**src/rtl/qei_init_pkg.sv**
```systemverilog
package qei_init_pkg;

  typedef enum logic [2:0] {
    IM_NONE      = 3'b000,
    IM_RST_EVERY = 3'b001,
    IM_LOAD_NEXT = 3'b010,
    IM_HOME_1ST  = 3'b011,
    IM_HOME_2ND  = 3'b100,
    IM_CMP_RST   = 3'b101,
    IM_MOD       = 3'b110,
    IM_MOD_RST   = 3'b111
  } init_mode_e;

  typedef enum logic [1:0] {
    CM_QUAD     = 2'b00,
    CM_EXT_DIR  = 2'b01,
    CM_EXT_GATE = 2'b10,
    CM_TIMER    = 2'b11
  } cnt_mode_e;

  typedef enum logic [1:0] {
    SQ_IDLE  = 2'b00,
    SQ_ARMED = 2'b01,
    SQ_SEEN  = 2'b10
  } seq_state_e;

endpackage

```
**src/rtl/qei_evt_detect.sv**
```systemverilog
module qei_evt_detect (
  input  logic       clk,
  input  logic       rst_n,
  input  logic       ph_a,
  input  logic       ph_b,
  input  logic       index_in,
  input  logic       home_in,
  input  logic [1:0] match_val,
  output logic       idx_evt,
  output logic       home_evt
);

  logic qual;
  logic qual_q;
  logic home_q;

  assign qual     = index_in && (ph_b == match_val[1]) && (ph_a == match_val[0]);
  assign idx_evt  = qual && !qual_q;
  assign home_evt = home_in && !home_q;

  always_ff @(posedge clk) begin
    if (!rst_n) begin
      qual_q <= 1'b0;
      home_q <= 1'b0;
    end else begin
      qual_q <= qual;
      home_q <= home_in;
    end
  end


  idx_single_chk: assert property (@(posedge clk) disable iff (!rst_n)
    idx_evt |=> !idx_evt);


  idx_needs_pin_chk: assert property (@(posedge clk) disable iff (!rst_n)
    !index_in |-> !idx_evt);

endmodule

```
**src/rtl/qei_load_seq.sv**
```systemverilog
module qei_load_seq
  import qei_init_pkg::*;
(
  input  logic       clk,
  input  logic       rst_n,
  input  logic       active,
  input  init_mode_e mode,
  input  logic       idx_evt,
  input  logic       home_evt,
  output logic       load_req
);

  seq_state_e st_q;
  seq_state_e st_d;
  init_mode_e mode_q;
  logic       armed_q;
  logic       home_mode;

  assign home_mode = (mode == IM_HOME_1ST) || (mode == IM_HOME_2ND);

  always_comb begin
    st_d = st_q;
    if (!active || !home_mode) begin
      st_d = SQ_IDLE;
    end else begin
      case (st_q)
        SQ_IDLE:  if (home_evt) st_d = SQ_ARMED;
        SQ_ARMED: if (idx_evt)  st_d = (mode == IM_HOME_1ST) ? SQ_IDLE : SQ_SEEN;
        SQ_SEEN:  if (idx_evt)  st_d = SQ_IDLE;
        default:  st_d = SQ_IDLE;
      endcase
    end
  end

  always_comb begin
    load_req = 1'b0;
    if (active && idx_evt) begin
      case (mode)
        IM_LOAD_NEXT: load_req = armed_q;
        IM_HOME_1ST:  load_req = (st_q == SQ_ARMED);
        IM_HOME_2ND:  load_req = (st_q == SQ_SEEN);
        default:      load_req = 1'b0;
      endcase
    end
  end

  always_ff @(posedge clk) begin
    if (!rst_n) begin
      st_q    <= SQ_IDLE;
      mode_q  <= IM_NONE;
      armed_q <= 1'b1;
    end else begin
      st_q   <= st_d;
      mode_q <= mode;
      if (mode != mode_q) begin
        armed_q <= 1'b1;
      end else if (load_req && (mode == IM_LOAD_NEXT)) begin
        armed_q <= 1'b0;
      end
    end
  end


  seq_idle_chk: assert property (@(posedge clk) disable iff (!rst_n)
    (!active || !home_mode) |=> (st_q == SQ_IDLE));


  seen_after_armed_chk: assert property (@(posedge clk) disable iff (!rst_n)
    (st_q == SQ_SEEN) |-> ($past(st_q) != SQ_IDLE));

endmodule

```
**src/rtl/qei_pos_next.sv**
```systemverilog
module qei_pos_next
  import qei_init_pkg::*;
#(
  parameter int W = 16
) (
  input  logic [W-1:0] pos,
  input  logic         stb,
  input  logic         dn,
  input  logic         active,
  input  init_mode_e   mode,
  input  logic         idx_evt,
  input  logic         load_req,
  input  logic [W-1:0] init_val,
  input  logic [W-1:0] cmp_val,
  input  logic [W-1:0] lo,
  input  logic [W-1:0] hi,
  output logic [W-1:0] nxt,
  output logic         done,
  output logic         wrap
);

  localparam logic [W-1:0] ONE  = W'(1);
  localparam logic [W-1:0] ZERO = '0;

  logic [W-1:0] stepped;
  logic         is_mod;
  logic         idx_clear;

  assign stepped   = dn ? (pos - ONE) : (pos + ONE);
  assign is_mod    = (mode == IM_MOD) || (mode == IM_MOD_RST);
  assign idx_clear = idx_evt && ((mode == IM_RST_EVERY) || (mode == IM_MOD_RST));

  always_comb begin
    nxt  = stb ? stepped : pos;
    done = 1'b0;
    wrap = 1'b0;
    if (active) begin
      if (idx_clear) begin
        nxt  = ZERO;
        done = 1'b1;
      end else if (load_req) begin
        nxt  = init_val;
        done = 1'b1;
      end else if ((mode == IM_CMP_RST) && (pos == cmp_val)) begin
        nxt = ZERO;
      end else if (is_mod && stb) begin
        if (!dn && (pos == hi)) begin
          nxt  = lo;
          wrap = 1'b1;
        end else if (dn && (pos == lo)) begin
          nxt  = hi;
          wrap = 1'b1;
        end
      end
    end
  end


  always_comb begin
    wrap_excl_chk: assert (!(wrap && done));
  end

endmodule

```
**src/rtl/qei_pos_init.sv**
```systemverilog
module qei_pos_init
  import qei_init_pkg::*;
#(
  parameter int W = 16
) (
  input  logic         clk,
  input  logic         rst_n,
  input  logic [1:0]   cnt_mode,
  input  logic [2:0]   init_mode,
  input  logic [1:0]   match_val,
  input  logic         ph_a,
  input  logic         ph_b,
  input  logic         index_in,
  input  logic         home_in,
  input  logic         cnt_stb,
  input  logic         cnt_dn,
  input  logic [W-1:0] init_val,
  input  logic [W-1:0] cmp_val,
  input  logic [W-1:0] mod_lo,
  input  logic [W-1:0] mod_hi,
  output logic [W-1:0] pos_o,
  output logic         idx_match_o,
  output logic         init_done_o,
  output logic         wrap_o
);

  init_mode_e   mode;
  logic         active;
  logic         idx_evt;
  logic         home_evt;
  logic         load_req;
  logic [W-1:0] pos_q;
  logic [W-1:0] pos_d;
  logic         done_d;
  logic         wrap_d;
  logic         idx_q;
  logic         done_q;
  logic         wrap_q;

  assign mode   = init_mode_e'(init_mode);
  assign active = (cnt_mode_e'(cnt_mode) == CM_QUAD);

  qei_evt_detect u_evt (
    .clk       (clk),
    .rst_n     (rst_n),
    .ph_a      (ph_a),
    .ph_b      (ph_b),
    .index_in  (index_in),
    .home_in   (home_in),
    .match_val (match_val),
    .idx_evt   (idx_evt),
    .home_evt  (home_evt)
  );

  qei_load_seq u_seq (
    .clk      (clk),
    .rst_n    (rst_n),
    .active   (active),
    .mode     (mode),
    .idx_evt  (idx_evt),
    .home_evt (home_evt),
    .load_req (load_req)
  );

  qei_pos_next #(.W(W)) u_next (
    .pos      (pos_q),
    .stb      (cnt_stb),
    .dn       (cnt_dn),
    .active   (active),
    .mode     (mode),
    .idx_evt  (idx_evt),
    .load_req (load_req),
    .init_val (init_val),
    .cmp_val  (cmp_val),
    .lo       (mod_lo),
    .hi       (mod_hi),
    .nxt      (pos_d),
    .done     (done_d),
    .wrap     (wrap_d)
  );

  always_ff @(posedge clk) begin
    if (!rst_n) begin
      pos_q  <= '0;
      idx_q  <= 1'b0;
      done_q <= 1'b0;
      wrap_q <= 1'b0;
    end else begin
      pos_q  <= pos_d;
      idx_q  <= idx_evt;
      done_q <= done_d;
      wrap_q <= wrap_d;
    end
  end

  assign pos_o       = pos_q;
  assign idx_match_o = idx_q;
  assign init_done_o = done_q;
  assign wrap_o      = wrap_q;


  idx_clear_chk: assert property (@(posedge clk) disable iff (!rst_n)
    (active && idx_evt && ((init_mode == 3'b001) || (init_mode == 3'b111)))
      |=> ((pos_o == '0) && init_done_o));


  cmp_clear_chk: assert property (@(posedge clk) disable iff (!rst_n)
    (active && (init_mode == 3'b101) && (pos_o == cmp_val)) |=> (pos_o == '0));


  mod_up_wrap_chk: assert property (@(posedge clk) disable iff (!rst_n)
    (active && init_mode[2:1] == 2'b11 && !idx_evt && cnt_stb && !cnt_dn && (pos_o == mod_hi))
      |=> ((pos_o == $past(mod_lo)) && wrap_o));


  ext_no_flags_chk: assert property (@(posedge clk) disable iff (!rst_n)
    !active |=> (!init_done_o && !wrap_o));


  none_hold_chk: assert property (@(posedge clk) disable iff (!rst_n)
    (active && (init_mode == 3'b000) && !cnt_stb) |=> (pos_o == $past(pos_o)));

endmodule

```
**config.mk**
```make
export PLATFORM = sky130hd
export DESIGN_NAME = qei_pos_init
export DESIGN_NICKNAME = d
export VERILOG_FILES = /design/src/rtl/qei_init_pkg.sv /design/src/rtl/qei_evt_detect.sv /design/src/rtl/qei_load_seq.sv /design/src/rtl/qei_pos_next.sv /design/src/rtl/qei_pos_init.sv
export SDC_FILE = /design/constraint.sdc
export NUM_CORES = 1
export LEC_CHECK = 0
export CORE_AREA = 2 2 84 86
export CTS_BUF_LIST = sky130_fd_sc_hd__clkbuf_4
export DETAILED_ROUTE_END_ITERATION = 16
export DIE_AREA = 0 0 86 88
export HOLD_SLACK_MARGIN = 0.05
export MAX_ROUTING_LAYER = met4
export PLACE_DENSITY_LB_ADDON = 0.15
export SLEW_MARGIN = 5
export SYNTH_ARGS = -nofsm -noshare
export SYNTH_HDL_FRONTEND = slang
export SYNTH_SLANG_ARGS = --single-unit
```
**constraint.sdc**
```tcl
create_clock -name clk -period 3 [get_ports clk]
set_input_delay 0.45 -clock clk [delete_from_list [all_inputs] [get_ports clk]]
set_output_delay 0.45 -clock clk [all_outputs]
set_load 0.01 [all_outputs]
```
== Word-level counts from Yosys, hierarchy flattened ==
Index checks and enable logic that the tools add are counted.

* Register bits: 27
* Output and inout bits: 19

* Add/sub/neg operators: 2
* Equal/unequal tests: 18
* Mux-type cells: 20
* Bitwise logic cells: 3
* Reduce and logical (&&, ||, !) cells: 27

{| class="wikitable"
|+ Operator list
! kind !! number
|-
| $mux 16 || 9
|-
| $eq 16x16->1 || 3
|-
| $add 16x1->16 const B || 1
|-
| $sub 16x1->16 const B || 1
|-
| $eq 3x3->1 const B || 4
|-
| $logic_and 1x1->1 || 11
|-
| $mux 2 || 4
|-
| $eq 3x2->1 const B || 2
|-
| $ne 2x2->1 const B || 3
|-
| $pmux 2 s3 || 1
|-
| $reduce_or 6->1 || 1
|-
| $logic_not 1->1 || 5
|-
| $mux 1 || 5
|-
| $logic_not 2->1 || 2
|-
| $logic_or 1x1->1 || 4
|-
| $reduce_or 2->1 || 2
|-
| $eq 3x1->1 const B || 1
|-
| $ne 3x3->1 || 1
|-
| $not 1->1 || 3
|-
| $pmux 1 s3 || 1
|-
| $reduce_and 3->1 || 1
|-
| $eq 1x1->1 || 2
|-
| $eq 2x1->1 const B || 1
|-
| $eq 2x2->1 const B || 1
|-
| $reduce_and 2->1 || 1
|}

== Logic depth before layout (Yosys ltp) ==
* Depth after elaboration: 10
* Gate-level depth with buffers: 11

== By module ==
Synthesis repeated with hierarchy kept, for this count alone.

* Cells, all modules: 373
* Area, all modules: 2,930.3 sq um

{| class="wikitable"
|+ By module, submodules not included
! module !! instances !! cells each !! area each (sq um)
|-
| qei_pos_next || 1 || 291 || 1,980.6
|-
| qei_pos_init || 1 || 40 || 533.0
|-
| qei_load_seq || 1 || 33 || 322.8
|-
| qei_evt_detect || 1 || 9 || 93.8
|}

== Least setup slack after synthesis ==
No wires, ideal clock.

* Kind: input -> register
* Start: input cnt_dn
* End: register pos_q[15], in the netlist pos_o[15]
* Arrival: 2,376 ps
* Path slack: 488 ps
* Stages: 9
* Buffers on the path: 0
* Cells stage by stage: ha_1 -> o21ai_0 -> or2_2 -> a211oi_1 -> nor2_1 -> a2111oi_0 -> a21oi_1 -> o211ai_1 -> o211ai_1

* Longest elaborated chain between the ends: 9
* Elaborated cells on any way between the ends: 12
* Classes of those cells: mux (9); reduce/logical (3)

{| class="wikitable"
|+ RTL lines
! element !! RTL line !! source
|-
| from (decl) || qei_pos_init.sv:16 || <nowiki>input logic cnt_dn,</nowiki>
|-
| $mux 16 || qei_pos_next.sv:29 || <nowiki>assign stepped = dn ? (pos - ONE) : (pos + ONE);</nowiki>
|-
| $mux 16 || qei_pos_next.sv:34 || <nowiki>nxt = stb ? stepped : pos;</nowiki>
|-
| $mux 16 || qei_pos_next.sv:50 || <nowiki>end else if (dn && (pos == lo)) begin</nowiki>
|-
| $mux 16 || qei_pos_next.sv:47 || <nowiki>if (!dn && (pos == hi)) begin</nowiki>
|-
| $mux 16 || qei_pos_next.sv:46 || <nowiki>end else if (is_mod && stb) begin</nowiki>
|-
| $mux 16 || qei_pos_next.sv:44 || <nowiki>end else if ((mode == IM_CMP_RST) && (pos == cmp_val)) begin</nowiki>
|-
| $mux 16 || qei_pos_next.sv:41 || <nowiki>end else if (load_req) begin</nowiki>
|-
| $mux 16 || qei_pos_next.sv:38 || <nowiki>if (idx_clear) begin</nowiki>
|-
| $mux 16 * || qei_pos_next.sv:37 || <nowiki>if (active) begin</nowiki>
|-
| to (signal assigned) || qei_pos_init.sv:89 || <nowiki>pos_q <= pos_d;</nowiki>
|-
| to (decl) || qei_pos_init.sv:32 || <nowiki>logic [W-1:0] pos_q;</nowiki>
|}

Every way passes the cells marked *; elsewhere a longest branch is shown, timed or not.
A chain may end at the register's enable or synchronous reset.

== Worst setup path in the final report ==
Same ends and word-level chain as after synthesis.

==> flow_summary.ini <==
[status]
status = finished, final reports clean

[timing]
finalCritPeriodShare = 0.9525
setup-tns-final_ps = 0
setup_viol = 0
tightestPinTransition_ps = 502.8
drv_slew = 0
hold_viol = 0
fin_skew_ps = 4.538
max_freq_mhz = 349.9
relSlewSlack = 0.6648
period_needed_ps = 2858

[finish]
area_delta_synth_final_pct = 50.67
drive_gt1_frac = 0.1549
final_cell_area_um2 = 4330
diodes = 0
nNetsFinal = 592

[synthesis]
synth_top_family_by_area = simple AND/OR/NAND/NOR gates
async_flop_share = 0
synthesis.area_um2 = 2874
synth.most_common_cell = xor2_1
synth.distinct_cells = 58
yosysWarnings = 0
yosys.area_share.simple = 0.2255
synth_compound_area_frac = 0.2138
yosys.area.top_type = dfxtp_1
synth_edf_count = 0
synth_top_area_share = 0.1881
synthesis.nets = 449
syn_inst = 355
ys_seq_elements = 27
seq_area_frac_synth = 0.1881
synth_xor_area_frac = 0.1920
synthTopCellsByArea = dfxtp_1 19%, xor2_1 11%, xnor2_1 8.2%
avgSynthCellArea_um2 = 8.096
synthFlopType = dfxtp_1
synth_adder_area_share = 0.06791
synth_mux_area_frac = 0.07662
synthTopCellsByCount = 36 x xor2_1, 29 x nor2_1, 27 x dfxtp_1, 27 x xnor2_1, 23 x nand2_1

[power_and_ir_drop]
pwr_density_cell_nw_per_um2 = 343.0
power_leakage_nw = 1.901
vdd_drop_max_mv = 0.1882

[clock_tree]
cts.sinks = 27
clkSlewWorstSetupHoldPaths_ps = 180
htreeDepth = 1
insertion_delay_ps = 350
cts_root_buf = clkbuf_4
numCtsBuffers = 3
cts_tree = built
hold_buffers = 0
post_cts_buffers = 0
ctsLongestPathBuffers = 2

[worst_setup_path]
reg2reg_from = pos_o[3]$_SDFF_PN0_
slowest_delay_ps = 400
rr_worst_depth = 9
crit_required_ps = 3260
critPathCapture = pos_o[15]$_SDFF_PN0_
crit_path_max_fanout = 6
r2r_slack_ps = 270
path_cells = clkdlybuf4s50_1 -> buf_4 -> buf_4 -> ha_1 -> a21o_1 -> a211o_1 -> or3_1 -> o21ai_1 -> a2111oi_2 -> a2111o_1 -> o211ai_1 -> o211ai_1
slowest_stage = clkdlybuf4s50_1
endpoint_kind = register
r2r-end = pos_o[7]$_SDFF_PN0_
crit_start = cnt_dn
critPathKind = input pin to register
start_kind = input pin
arrival_ps = 3120

[floorplan]
die_h_um = 88
die-area_um2 = 7568
fp.dieW_um = 86
num_rows = 30
io-pin-count = 98
initial_core_util = 0.4326
core_um2 = 6644

[global_route]
grt.total_usage = 0.2786
antenna_found_initial = 0
grt_overflow_total = 0
grt_max_degree = 19
grt_pass1_wl_um = 15820
first_global_vias = 3212

[drt]
wirelength_um = 10140
vias = 3176
viasPerCell = 5.504
drt-initial-drc-count = 154
ant_nets = 0
drc_errors = 0
wl_per_cell_um = 17.58
firstDrtPassIters = 4

[hold_path]
hp-class = register to register

[place]
gp_congestion = 0.9891
dpl-instance-area_um2 = 4282
dp_hpwl_um = 8410
port_buffers = 97

[flow_run]
cap_violations = 0
-- where the power goes --
part	switching (W)	total (W)	internal (W)
Combinational	0.000380	0.000837	0.000457
Clock	0.000137	0.000188	0.0000511
Sequential	0.0000670	0.000460	0.000393
Total	0.000585	0.00149	0.000901
-- metrics by stage --
stage | hold slack (ps) | total power (W) | setup slack [ps] | instances | utilization
after global placement | 408.2 | 0.001285 | -278.2 | 573 | 0.6444
after floorplan | 392.8 | 0.0008976 | 488.2 | 355 | -
after global routing | 453.6 | 0.001582 | -6.953 | 577 | 0.6518
final | 431.5 | 0.001485 | 142.4 | 577 | 0.6518
after CTS | 434.4 | 0.001477 | 22.46 | 577 | 0.6490
after detailed placement | 410.9 | 0.001289 | -357.4 | 573 | 0.6444
-- sequential cells by signal (all words and copies together) (netlist names) --
name,flops
u_evt.home_q,1
init_done_o,1
idx_match_o,1
wrap_o,1
u_seq.armed_q,1
u_seq.mode_q,3
u_evt.qual_q,1
pos_o,16
u_seq.st_q,2
-- what timing repair did --
action / in CTS / in global routing
endpoints found under the hold margin: 0 / 0
gates resized for setup: 0 / 6
endpoints found under the setup margin: 0 / 1
-- routing by layer --
metal | vias up | wire length [um] | share of wire | GRT usage
met5 | - | 0 | 0 | -
met4 | 0 | 274 | 0.027 | 0.09091
met1 | 1462 | 4425 | 0.44 | 0.3426
li1 | 1592 | - | - | -
met3 | 17 | 656 | 0.065 | 0.02733
met2 | 105 | 4786 | 0.47 | 0.4785
-- worst max-delay path: cells and delay by family --
family / cells / cell delay, ps
AOI/OAI and AO/OA: 7 / 1300
buffers and inverters: 3 / 730
adders and majority gates: 1 / 320
and+or+nand+nor: 1 / 310
-- layout by cell type, fill, tap and decap left out, types with 4 or more instances in the layout --
master            n
clkdlybuf4s50_1  97
buf_4            52
xor2_1           36
nor2_1           28
xnor2_1          27
dfxtp_1          27
nand2_1          23
a21oi_1          15
ha_1             14
mux2i_1          13
nand3_1          11
nor4_1           10
nor3_1           10
o21ai_0           9
a211oi_1          9
inv_1             8
a221o_1           7
nand2b_1          6
and2_1            6
nor2b_1           5
nand4_1           5
a21o_1            5
mux2_2            4
or2_2             4
a31oi_1           4
o21ai_1           4
o22ai_1           4
-- cell type report --
class                           count  area (um^2)
Clock buffer                        3        22.52
Multi-Input combinational cell    308         2248
Sequential cell                    27        540.5
Fill cell                         584         2313
Inverter                            8        30.03
Clock inverter                      1        7.507
Tap cell                           80        100.1
Timing Repair Buffer              150         1381
-- worst min-delay path by stage --
| stage | start | endpoint | depth (start not counted) |
|---|---|---|---|
| after CTS | u_evt.qual_q$_SDFF_PN0_ | idx_match_o$_SDFF_PN0_ | 1 |
| after detailed placement | u_evt.qual_q$_SDFF_PN0_ | idx_match_o$_SDFF_PN0_ | 1 |
| after global placement | u_evt.qual_q$_SDFF_PN0_ | idx_match_o$_SDFF_PN0_ | 1 |
| after floorplan | u_evt.qual_q$_SDFF_PN0_ | idx_match_o$_SDFF_PN0_ | 1 |
| after global routing | u_evt.qual_q$_SDFF_PN0_ | idx_match_o$_SDFF_PN0_ | 1 |
| final | u_evt.qual_q$_SDFF_PN0_ | idx_match_o$_SDFF_PN0_ | 1 |
-- kinds of logic after synthesis --
kind of cell | count (synthesis)
AO/OA/AOI/OAI | 86
flip-flops | 27
buffers and inverters | 20
AND/OR/NAND/NOR | 124
adder cells (fa/ha/maj) | 15
XOR/XNOR | 63
multiplexers | 20
(Power assumes the default switching activity.)
